==> src/rtl/mc_pkg.sv <==
package mc_pkg;

   // Channel configuration captured on a configuration write
   typedef struct packed {
      logic ext_clk;    // 1: external input supplies count events
      logic up_down;    // 1: triangular up/down counting
      logic edge_both;  // 1: both external transitions count
      logic edge_rise;  // single-edge polarity, 1 = rising
   } mc_cfg_t;

   localparam mc_cfg_t MC_CFG_RESET = '{ext_clk: 1'b0, up_down: 1'b0,
                                        edge_both: 1'b0, edge_rise: 1'b1};

endpackage

==> src/rtl/mc_event_sel.sv <==
module mc_event_sel
   import mc_pkg::*;
(
   input  logic    clk,
   input  logic    rst_n,
   input  mc_cfg_t cfg,
   input  logic    tick_int,
   input  logic    ext_in,
   output logic    count_ev
);

   logic prev_q;
   logic rise, fall, ext_ev;

   always_ff @(posedge clk or negedge rst_n) begin
      if (!rst_n) prev_q <= 1'b0;
      else        prev_q <= ext_in;
   end

   assign rise = ext_in & ~prev_q;
   assign fall = ~ext_in & prev_q;

   always_comb begin
      if (cfg.edge_both)      ext_ev = rise | fall;
      else if (cfg.edge_rise) ext_ev = rise;
      else                    ext_ev = fall;
   end

   assign count_ev = cfg.ext_clk ? ext_ev : tick_int;

endmodule

==> src/rtl/mc_count_core.sv <==
module mc_count_core #(
   parameter int unsigned WIDTH     = 24,
   parameter bit          UPDOWN_EN = 1'b1
) (
   input  logic             clk,
   input  logic             rst_n,
   input  logic             count_ev,
   input  logic             up_down,
   input  logic [WIDTH-1:0] limit,
   output logic [WIDTH-1:0] cnt,
   output logic             dir_down,
   output logic             hit
);

   localparam logic [WIDTH-1:0] ONE  = WIDTH'(1);
   localparam logic [WIDTH-1:0] ZERO = '0;

   logic [WIDTH-1:0] cnt_q, cnt_d;
   logic             dir_q, dir_d;
   logic             ud_eff;
   logic             at_top, at_zero;

   generate
      if (UPDOWN_EN) begin : g_ud
         assign ud_eff = up_down;
      end else begin : g_up_only
         assign ud_eff = 1'b0;
      end
   endgenerate

   assign at_top  = (cnt_q == limit);
   assign at_zero = (cnt_q == ZERO);

   always_comb begin
      cnt_d = cnt_q;
      dir_d = dir_q;
      hit   = 1'b0;
      if (!ud_eff) begin
         dir_d = 1'b0;
         if (at_top) begin
            cnt_d = ZERO;
            hit   = 1'b1;
         end else if (count_ev) begin
            cnt_d = cnt_q + ONE;
         end
      end else if (!dir_q && at_top) begin
         dir_d = 1'b1;
         hit   = 1'b1;
      end else if (dir_q && at_zero) begin
         dir_d = 1'b0;
      end else if (count_ev) begin
         cnt_d = dir_q ? (cnt_q - ONE) : (cnt_q + ONE);
      end
   end

   always_ff @(posedge clk or negedge rst_n) begin
      if (!rst_n) begin
         cnt_q <= ZERO;
         dir_q <= 1'b0;
      end else begin
         cnt_q <= cnt_d;
         dir_q <= dir_d;
      end
   end

   assign cnt      = cnt_q;
   assign dir_down = dir_q & ud_eff;

endmodule

==> src/rtl/mc_flag.sv <==
module mc_flag (
   input  logic clk,
   input  logic rst_n,
   input  logic hit,
   input  logic clr,
   output logic flag
);

   logic flag_q;

   always_ff @(posedge clk or negedge rst_n) begin
      if (!rst_n) flag_q <= 1'b0;
      else        flag_q <= hit | (flag_q & ~clr);
   end

   assign flag = flag_q;

endmodule

==> src/rtl/modcnt_chan.sv <==
module modcnt_chan
   import mc_pkg::*;
#(
   parameter int unsigned WIDTH     = 24,
   parameter bit          UPDOWN_EN = 1'b1
) (
   input  logic             clk,
   input  logic             rst_n,
   input  logic             tick_int,
   input  logic             ext_in,
   input  logic             cfg_we,
   input  logic             cfg_ext_clk,
   input  logic             cfg_up_down,
   input  logic             cfg_edge_both,
   input  logic             cfg_edge_rise,
   input  logic             a1_we,
   input  logic [WIDTH-1:0] a1_wdata,
   input  logic             flag_clr,
   output logic [WIDTH-1:0] cnt_bus,
   output logic             dir_down,
   output logic             flag
);

   localparam logic [WIDTH-1:0] LIMIT_RESET = {WIDTH{1'b1}};

   generate
      if (WIDTH < 2 || WIDTH > 32) begin : g_bad_width
         $error("modcnt_chan: WIDTH must lie in 2..32");
      end
   endgenerate

   mc_cfg_t          cfg_q;
   logic [WIDTH-1:0] a1_q;
   logic             count_ev;
   logic             hit;
   logic             up_down_q;
   logic             ext_clk_q;

   always_ff @(posedge clk or negedge rst_n) begin
      if (!rst_n) begin
         cfg_q <= MC_CFG_RESET;
         a1_q  <= LIMIT_RESET;
      end else begin
         if (cfg_we)
            cfg_q <= '{ext_clk: cfg_ext_clk, up_down: cfg_up_down,
                       edge_both: cfg_edge_both, edge_rise: cfg_edge_rise};
         if (a1_we)
            a1_q <= a1_wdata;
      end
   end

   assign up_down_q = cfg_q.up_down;
   assign ext_clk_q = cfg_q.ext_clk;

   mc_event_sel u_evsel (
      .clk      (clk),
      .rst_n    (rst_n),
      .cfg      (cfg_q),
      .tick_int (tick_int),
      .ext_in   (ext_in),
      .count_ev (count_ev)
   );

   mc_count_core #(.WIDTH(WIDTH), .UPDOWN_EN(UPDOWN_EN)) u_core (
      .clk      (clk),
      .rst_n    (rst_n),
      .count_ev (count_ev),
      .up_down  (up_down_q),
      .limit    (a1_q),
      .cnt      (cnt_bus),
      .dir_down (dir_down),
      .hit      (hit)
   );

   mc_flag u_flag (
      .clk   (clk),
      .rst_n (rst_n),
      .hit   (hit),
      .clr   (flag_clr),
      .flag  (flag)
   );

endmodule

==> config.mk <==
export PLATFORM = sky130hd
export DESIGN_NAME = modcnt_chan
export DESIGN_NICKNAME = d
export VERILOG_FILES = /design/src/rtl/mc_pkg.sv /design/src/rtl/mc_event_sel.sv /design/src/rtl/mc_count_core.sv /design/src/rtl/mc_flag.sv /design/src/rtl/modcnt_chan.sv
export SDC_FILE = /design/constraint.sdc
export NUM_CORES = 1
export LEC_CHECK = 0
export BUFFER_PORTS_ARGS = -buffer_cell sky130_fd_sc_hd__buf_2
export CAP_MARGIN = 20
export CORE_MARGIN = 5
export CORE_UTILIZATION = 50
export DETAILED_ROUTE_END_ITERATION = 7
export PLACE_DENSITY = 0.72
export SLEW_MARGIN = 20
export SYNTH_ARGS = -nofsm -noshare
export SYNTH_HDL_FRONTEND = slang
export SYNTH_HIERARCHICAL = 1
export SYNTH_SLANG_ARGS = --single-unit
==> constraint.sdc <==
create_clock -name clk -period 3.1 [get_ports clk]
set_input_delay 0.155 -clock clk [delete_from_list [all_inputs] [get_ports clk]]
set_output_delay 0.155 -clock clk [all_outputs]
set_load 0.05 [all_outputs]
==> impl_summary.log, run 1 <==
INFO  metric synth-seq-cells = 55
INFO  metric dominantRegCellSynth = dfrtp_1
INFO  metric final_setup_violating_endpoints = 0
INFO  metric grt_setup_unrepaired = no
INFO  metric worstReg2RegStart = u_core/cnt[20]$_DFFE_PN0P_
INFO  metric finalHoldViolations = 0
INFO  metric layout.filler_cells = 670
INFO  metric antenna_violating_nets_post_route = 0
INFO  metric dr.first_iter.drc_count = 298
INFO  metric grt.met2_usage = 0.315
INFO  metric placed_cell_area = 4060 µm²
INFO  metric critical_path_slowest_stage_cell = dfrtp_1
INFO  metric post_synthesis_instance_total = 382
INFO  metric ctsLongestPathBuffers = 2
INFO  metric critPathArrivalTime = 2740 ps
INFO  metric worst-path-max-fanout = 10
INFO  metric start_kind = flop
INFO  metric clock_latency_on_the_worst_skew_pair = 310 ps
INFO  metric drive_above_1_share = 0.349
INFO  metric flow.area_growth_from_synthesis = 10.9%
INFO  metric synth.area.top_cells = dfrtp_1 20%, dfstp_2 17%, mux2_4 8.0%, xor2_1 6.0%, o31ai_1 3.6%
INFO  metric grt_use_total = 0.200
INFO  metric critical_path.n_buffers_inverters = 1
INFO  metric r2r_cells = 7
INFO  metric num_vias = 3148
INFO  metric grt_start_max_net_pins = 35
INFO  metric timing.hold.worst.start = a1_wdata[18]
INFO  metric root_buf_cell = clkbuf_8
INFO  metric fin_crit = 2560 ps
INFO  metric timing.final.max_slew_violations = 0
INFO  metric drt_first_pass_iters = 5
INFO  metric met1_usage = 0.281
INFO  metric min-delay-path-class = in2reg
INFO  metric end_kind = flop
INFO  metric postCtsSetupBuffers = 0
INFO  metric power_density = 503 nW/µm²
INFO  metric cts_inserted_buffers = 5
INFO  metric cp.required = 3280 ps
INFO  metric global_route.usage.met3 = 0.0288
INFO  metric yosysWarningCount = 6
INFO  metric worstPathCellList = xor2_1 > nor4_1 > nand4_1 > or2_2 > o21ai_2 > buf_4 > o32ai_1
INFO  metric mappedNetlistArea = 3770 µm²
INFO  metric portbufs = 60
INFO  metric period_share = 0.826
INFO  metric run_status = finished clean
INFO  metric cts_resized = 0
INFO  metric cpLargestDelayFamily = simple AND/OR/NAND/NOR gates
INFO  metric drc_errors = 0
INFO  metric synthesis.area_per_instance = 9.86 µm²
INFO  metric cell_count_of_the_worst_hold_path = 2
INFO  metric min_delay_worst_endpoint = a1_q[18]$_DFFE_PN1P_
INFO  metric yosysTopAreaCellShare = 0.199
INFO  metric power = 2.10 mW
INFO  metric post-synth-top-area-cell = dfrtp_1
INFO  metric maxCapViolCount = 0
INFO  metric cts.clk_slew.worst_paths = 100 ps
INFO  metric global_route.overflow_total = 0
INFO  metric avgViaCountPerCell = 5.95
INFO  metric ioPinCount = 61
INFO  metric ys_types = 65
INFO  metric synth-edff-count = 0
INFO  metric antenna-diode-count = 0
INFO  metric max-slew-margin-rel = 0.520
INFO  metric cts_max_level = 2
INFO  metric placementRows = 31
INFO  metric routedWlPerCell = 17.9 µm
INFO  metric tritoncts_num_sinks = 55
INFO  metric postRouteWirelength = 9.45 mm
INFO  metric horizontal_die_dimension = 96.8 µm
INFO  metric design.core.area = 7290 µm²
INFO  metric layout.core_utilization = 0.573
INFO  metric layout.cell_area.non_filler = 4180 µm²
INFO  metric vdd_ir_drop_max = 0.246 mV
INFO  metric max_freq = 0.391 GHz
INFO  metric async_reset_ff_frac = 1.00
INFO  metric timing_worst_slew_pin_value = 720 ps
INFO  metric crit_type = reg2reg
INFO  metric grt_antenna_before_repair = 0
INFO  metric fin_worst_skew = 8.25 ps
INFO  metric final.setup.tns = 0 ps
INFO  metric r2r_setup_slack = 540 ps
INFO  metric synth_nets = 422
INFO  metric synth.yosys.seq_area_share = 0.374
INFO  metric nNetsFinal = 469
INFO  metric global_route_wire_length_before_repair = 15.7 mm
INFO  metric vert_die_dim = 96.8 µm
INFO  metric initial_core_util = 0.516
INFO  metric worst_r2r_endpoint = u_core/cnt[1]$_DFFE_PN0P_
INFO  metric place.gp.congestion = 0.939
INFO  metric grt_pass1_vias = 3127
INFO  metric grt.busiest_layer = met2
INFO  metric power_leakage = 1.81 nW
INFO  metric worst_path_largest_cell_delay = 520 ps
INFO  metric tritoncts = done
INFO  metric fp.dieArea = 9370 µm²
INFO  metric dp_hpwl = 7.09 mm
-- kinds of logic (layout without fill, tap and decap cells) --
group | count (synthesis) | in the layout | share of synthesized area
AO/OA/AOI/OAI | 93 | 93 | 0.165
XOR/XNOR | 28 | 28 | 0.0651
adder cells (fa/ha/maj) | 5 | 5 | 0.0166
buffers and inverters | 45 | 93 | 0.0684
flip-flops | 55 | 55 | 0.374
multiplexers | 29 | 29 | 0.106
AND/OR/NAND/NOR | 127 | 127 | 0.204
-- worst max path at each step --
stage                          startpoint                         end  depth (start not counted)
2_1_floorplan   u_core/cnt[0]$_DFFE_PN0P_  u_core/cnt[23]$_DFFE_PN0P_                         10
3_5_place_dp   u_core/cnt[20]$_DFFE_PN0P_   u_core/cnt[1]$_DFFE_PN0P_                          7
5_1_grt        u_core/cnt[20]$_DFFE_PN0P_  u_core/cnt[17]$_DFFE_PN0P_                          7
3_3_place_gp   u_core/cnt[20]$_DFFE_PN0P_   u_core/cnt[1]$_DFFE_PN0P_                          7
6_report       u_core/cnt[20]$_DFFE_PN0P_   u_core/cnt[1]$_DFFE_PN0P_                          7
4_1_cts        u_core/cnt[20]$_DFFE_PN0P_   u_core/cnt[1]$_DFFE_PN0P_                          7
-- report_power, final --
| part | leakage, nW | switching, mW | internal (mW) |
|---|---|---|---|
| sequential | 0.659 | 0.145 | 0.817 |
| combinational | 1.10 | 0.435 | 0.269 |
| clock | 0.0506 | 0.227 | 0.210 |
| total | 1.81 | 0.807 | 1.30 |
-- stage by stage --
step                      cells  hold WS, ps  setup slack, ps
after global placement      519          251              570
after CTS                   529         59.1              556
after detailed placement    519          246              573
after global routing        529         57.0              331
after floorplan             382         -141              572
final                       529         69.0              540
-- layer usage --
layer  up-vias  part of all wire  routed length [µm]
met5         -                 0                   0
met4         0             0.016                 154
li1       1494                 -                   -
met2       141              0.47                4420
met3        11             0.066                 627
met1      1502              0.45                4250
-- state kept, by name, summed over array words and instances, names as in the netlist --
| signal | count |
|---|---|
| a1_q | 24 |
| u_core/cnt | 24 |
| cfg_q | 2 |
| ext_clk_q | 1 |
| u_core/dir_q | 1 |
| u_evsel/prev_q | 1 |
| u_flag/flag | 1 |
| up_down_q | 1 |
-- cells in the final DEF (no fill, tap or decap), types with 5 or more instances in the layout --
cell / n
nor2b_1: 7
nor2_1: 10
nor3_1: 9
nor4_2: 5
nor4_1: 9
o31ai_1: 18
a21oi_1: 18
nand3_1: 13
o21ai_1: 13
ha_1: 5
nand2_1: 31
mux2_4: 20
inv_1: 13
mux2_2: 8
nand4_1: 9
buf_4: 10
xor2_1: 26
dfrtp_1: 30
clkbuf_8: 5
o21ai_0: 16
buf_2: 60
dfstp_2: 25
or3_1: 5
-- cell type report --
class / count / area [µm²] / share of cell area
Multi-Input combinational cell: 282 / 2100 / 0.503
Sequential cell: 55 / 1410 / 0.337
Timing Repair Buffer: 72 / 395 / 0.0946
Tap cell: 99 / 124 / 0.0296
Clock buffer: 8 / 101 / 0.0243
Inverter: 13 / 48.8 / 0.0117
-- cell usage after synthesis (all sizes together), types with 2 or more instances --
master,n
a211oi,2
a21o,2
a21oi,19
a31oi,2
and3,3
and4,3
buf,23
clkbuf,9
dfrtp,30
dfstp,25
ha,5
inv,13
mux2,28
nand2,31
nand2b,2
nand3,13
nand4,10
nand4b,2
nor2,11
nor2b,7
nor3,10
nor4,15
nor4b,2
o21a,3
o21ai,31
o22ai,3
o2bb2a,2
o31ai,18
o32ai,2
or2,3
or3,5
or4,7
xnor2,2
xor2,26
-- what timing repair did --
action	4_1_cts	5_1_grt
hold buffers	2	0
setup endpoints to repair	0	0
endpoints found under the hold margin	10	0
(Power assumes the default switching activity.)
==> run 2: changes to the inputs <==
==> constraint.sdc (replaced) <==
create_clock -name clk -period 2.5 [get_ports clk]
set_input_delay 0.125 -clock clk [delete_from_list [all_inputs] [get_ports clk]]
set_output_delay 0.125 -clock clk [all_outputs]
set_load 0.05 [all_outputs]
==> impl_summary.log, run 2 (synthesis gave the netlist of run 1 again) <==
INFO  metric cts.clk_slew.worst_paths = 110 ps
INFO  metric avgViaCountPerCell = 6.15
INFO  metric grt_antenna_before_repair = 0
INFO  metric hold_slack = 38.3 ps
INFO  metric finalHoldViolations = 0
INFO  metric fp.dieArea = 9370 µm²
INFO  metric end_kind = flop
INFO  metric ioPinCount = 61
INFO  metric placementRows = 31
INFO  metric critPathArrivalTime = 2600 ps
INFO  metric cp.required = 2710 ps
INFO  metric dr.first_iter.drc_count = 231
INFO  metric design.core.area = 7290 µm²
INFO  metric final_setup_violating_endpoints = 0
INFO  metric min-delay-path-class = in2reg
INFO  metric max_freq = 0.418 GHz
INFO  metric cts_max_level = 2
INFO  metric maxCapViolCount = 0
INFO  metric routedWlPerCell = 19.4 µm
INFO  metric final_cell_mix = 60 x buf_2, 31 x buf_4, 31 x nand2_1, 26 x xor2_1, 25 x dfstp_2
INFO  metric critical_path_slowest_stage_cell = or4_4
INFO  metric timing_worst_slew_pin_value = 701 ps
INFO  metric antenna-diode-count = 0
INFO  metric ctsLongestPathBuffers = 2
INFO  metric period_share = 0.958
INFO  metric power_density = 611 nW/µm²
INFO  metric crit_type = reg2reg
INFO  metric vert_die_dim = 96.8 µm
INFO  metric root_buf_cell = clkbuf_8
INFO  metric worstPathCellList = or4_4 > nor4_4 > and4_1 > o2bb2a_4 > o21ai_2 > buf_4 > a21oi_1 > o21a_1
INFO  metric run_status = finished clean
INFO  metric portbufs = 60
INFO  metric worst_path_largest_cell_delay = 600 ps
INFO  metric nNetsFinal = 491
INFO  metric vdd_ir_drop_max = 0.315 mV
INFO  metric flow.area_growth_from_synthesis = 15.6%
INFO  metric grt_use_total = 0.224
INFO  metric postRouteWirelength = 10.7 mm
INFO  metric power_leakage = 1.91 nW
INFO  metric global_route_wire_length_before_repair = 17.3 mm
INFO  metric drt_first_pass_iters = 5
INFO  metric finalWorstSetupSlack = 106 ps
INFO  metric grt_pass1_vias = 3290
INFO  metric global_route.overflow_total = 0
INFO  metric clock_latency_on_the_worst_skew_pair = 320 ps
INFO  metric final.setup.tns = 0 ps
INFO  metric fin_worst_skew = 15.4 ps
INFO  metric dp_hpwl = 7.91 mm
INFO  metric grt_start_max_net_pins = 56
INFO  metric drc_errors = 0
INFO  metric max-slew-margin-rel = 0.533
INFO  metric power = 2.66 mW
INFO  metric fin_crit = 2390 ps
INFO  metric tritoncts_num_sinks = 55
INFO  metric horizontal_die_dimension = 96.8 µm
INFO  metric grt_setup_unrepaired = yes
INFO  metric cts_inserted_buffers = 5
INFO  metric timing.final.max_slew_violations = 0
INFO  metric tritoncts = done
INFO  metric num_vias = 3386
INFO  metric preCtsSetupSlack = 105 ps
INFO  metric place.gp.congestion = 0.952
INFO  metric initial_core_util = 0.516
INFO  metric drive_above_1_share = 0.396
INFO  metric antenna_violating_nets_post_route = 0
INFO  metric start_kind = flop
INFO  metric worst-path-max-fanout = 10
INFO  metric mostFrequentLayoutCell = buf_2
[run 2: cell types whose count changed in the layout (fill, tap and decap cells not counted), sizes merged]
cell | previous run | this run
clkinvlp | 0 | 1
clkinv | 0 | 1
buf | 70 | 92
clkbuf | 8 | 6
[run 2: final cells by class]
class | instances | area, µm²
Sequential cell | 55 | 1420
Timing Repair Buffer | 94 | 573
Tap cell | 99 | 124
Clock inverter | 2 | 12.5
Inverter | 13 | 48.8
Clock buffer | 6 | 72.6
Fill cell | 672 | 2940
Multi-Input combinational cell | 282 | 2110
[run 2: critical path: cells and delay by family (launching register included)]
family,cells,cell delay [ps]
and+or+nand+nor,3,1090
AOI/OAI and AO/OA,4,500
DFF,1,500
buffers and inverters,1,200
[run 2: routing by layer]
metal,GRT usage,vias to the layer above,share of wire
li1,-,1535,-
met1,0.327,1666,0.44
met2,0.346,169,0.46
met3,0.0273,16,0.076
met4,0.0691,0,0.015
met5,0,-,0
[run 2: power breakdown]
part           internal, mW  total [mW]  switching (mW)
combinational         0.387       0.966           0.579
sequential             1.02        1.19           0.174
clock                 0.197       0.504           0.307
[run 2: stage by stage]
step | cell area, µm² | utilization | cells
after floorplan | 3770 | - | 382
after global placement | 4230 | 0.580 | 540
after detailed placement | 4230 | 0.580 | 540
after CTS | 4330 | 0.594 | 550
after global routing | 4360 | 0.597 | 551
final | 4360 | 0.597 | 551
[run 2: path summary, 6_finish.rpt]
kind                                       startpoint                    endpoint  slack [ps]  cells after the start
max                        u_core/cnt[16]$_DFFE_PN0P_  u_core/cnt[20]$_DFFE_PN0P_         110                      8
min reg2reg                     u_flag/flag$_DFF_PN0_       u_flag/flag$_DFF_PN0_         500                      1
max reg2reg                u_core/cnt[16]$_DFFE_PN0P_  u_core/cnt[20]$_DFFE_PN0P_         110                      8
min                                       a1_wdata[7]         a1_q[7]$_DFFE_PN1P_          40                      2
min in group asynchronous                       rst_n   u_core/cnt[5]$_DFFE_PN0P_         470                      3
max in group asynchronous                       rst_n   u_core/cnt[4]$_DFFE_PN0P_        1530                      3
[run 2: timing repair]
action                                 4_1_cts  5_1_grt
endpoints found under the hold margin       31        0
setup endpoints to repair                    0       15
hold buffers                                 2        0
resized for setup                            0        6
setup buffers                                0        1
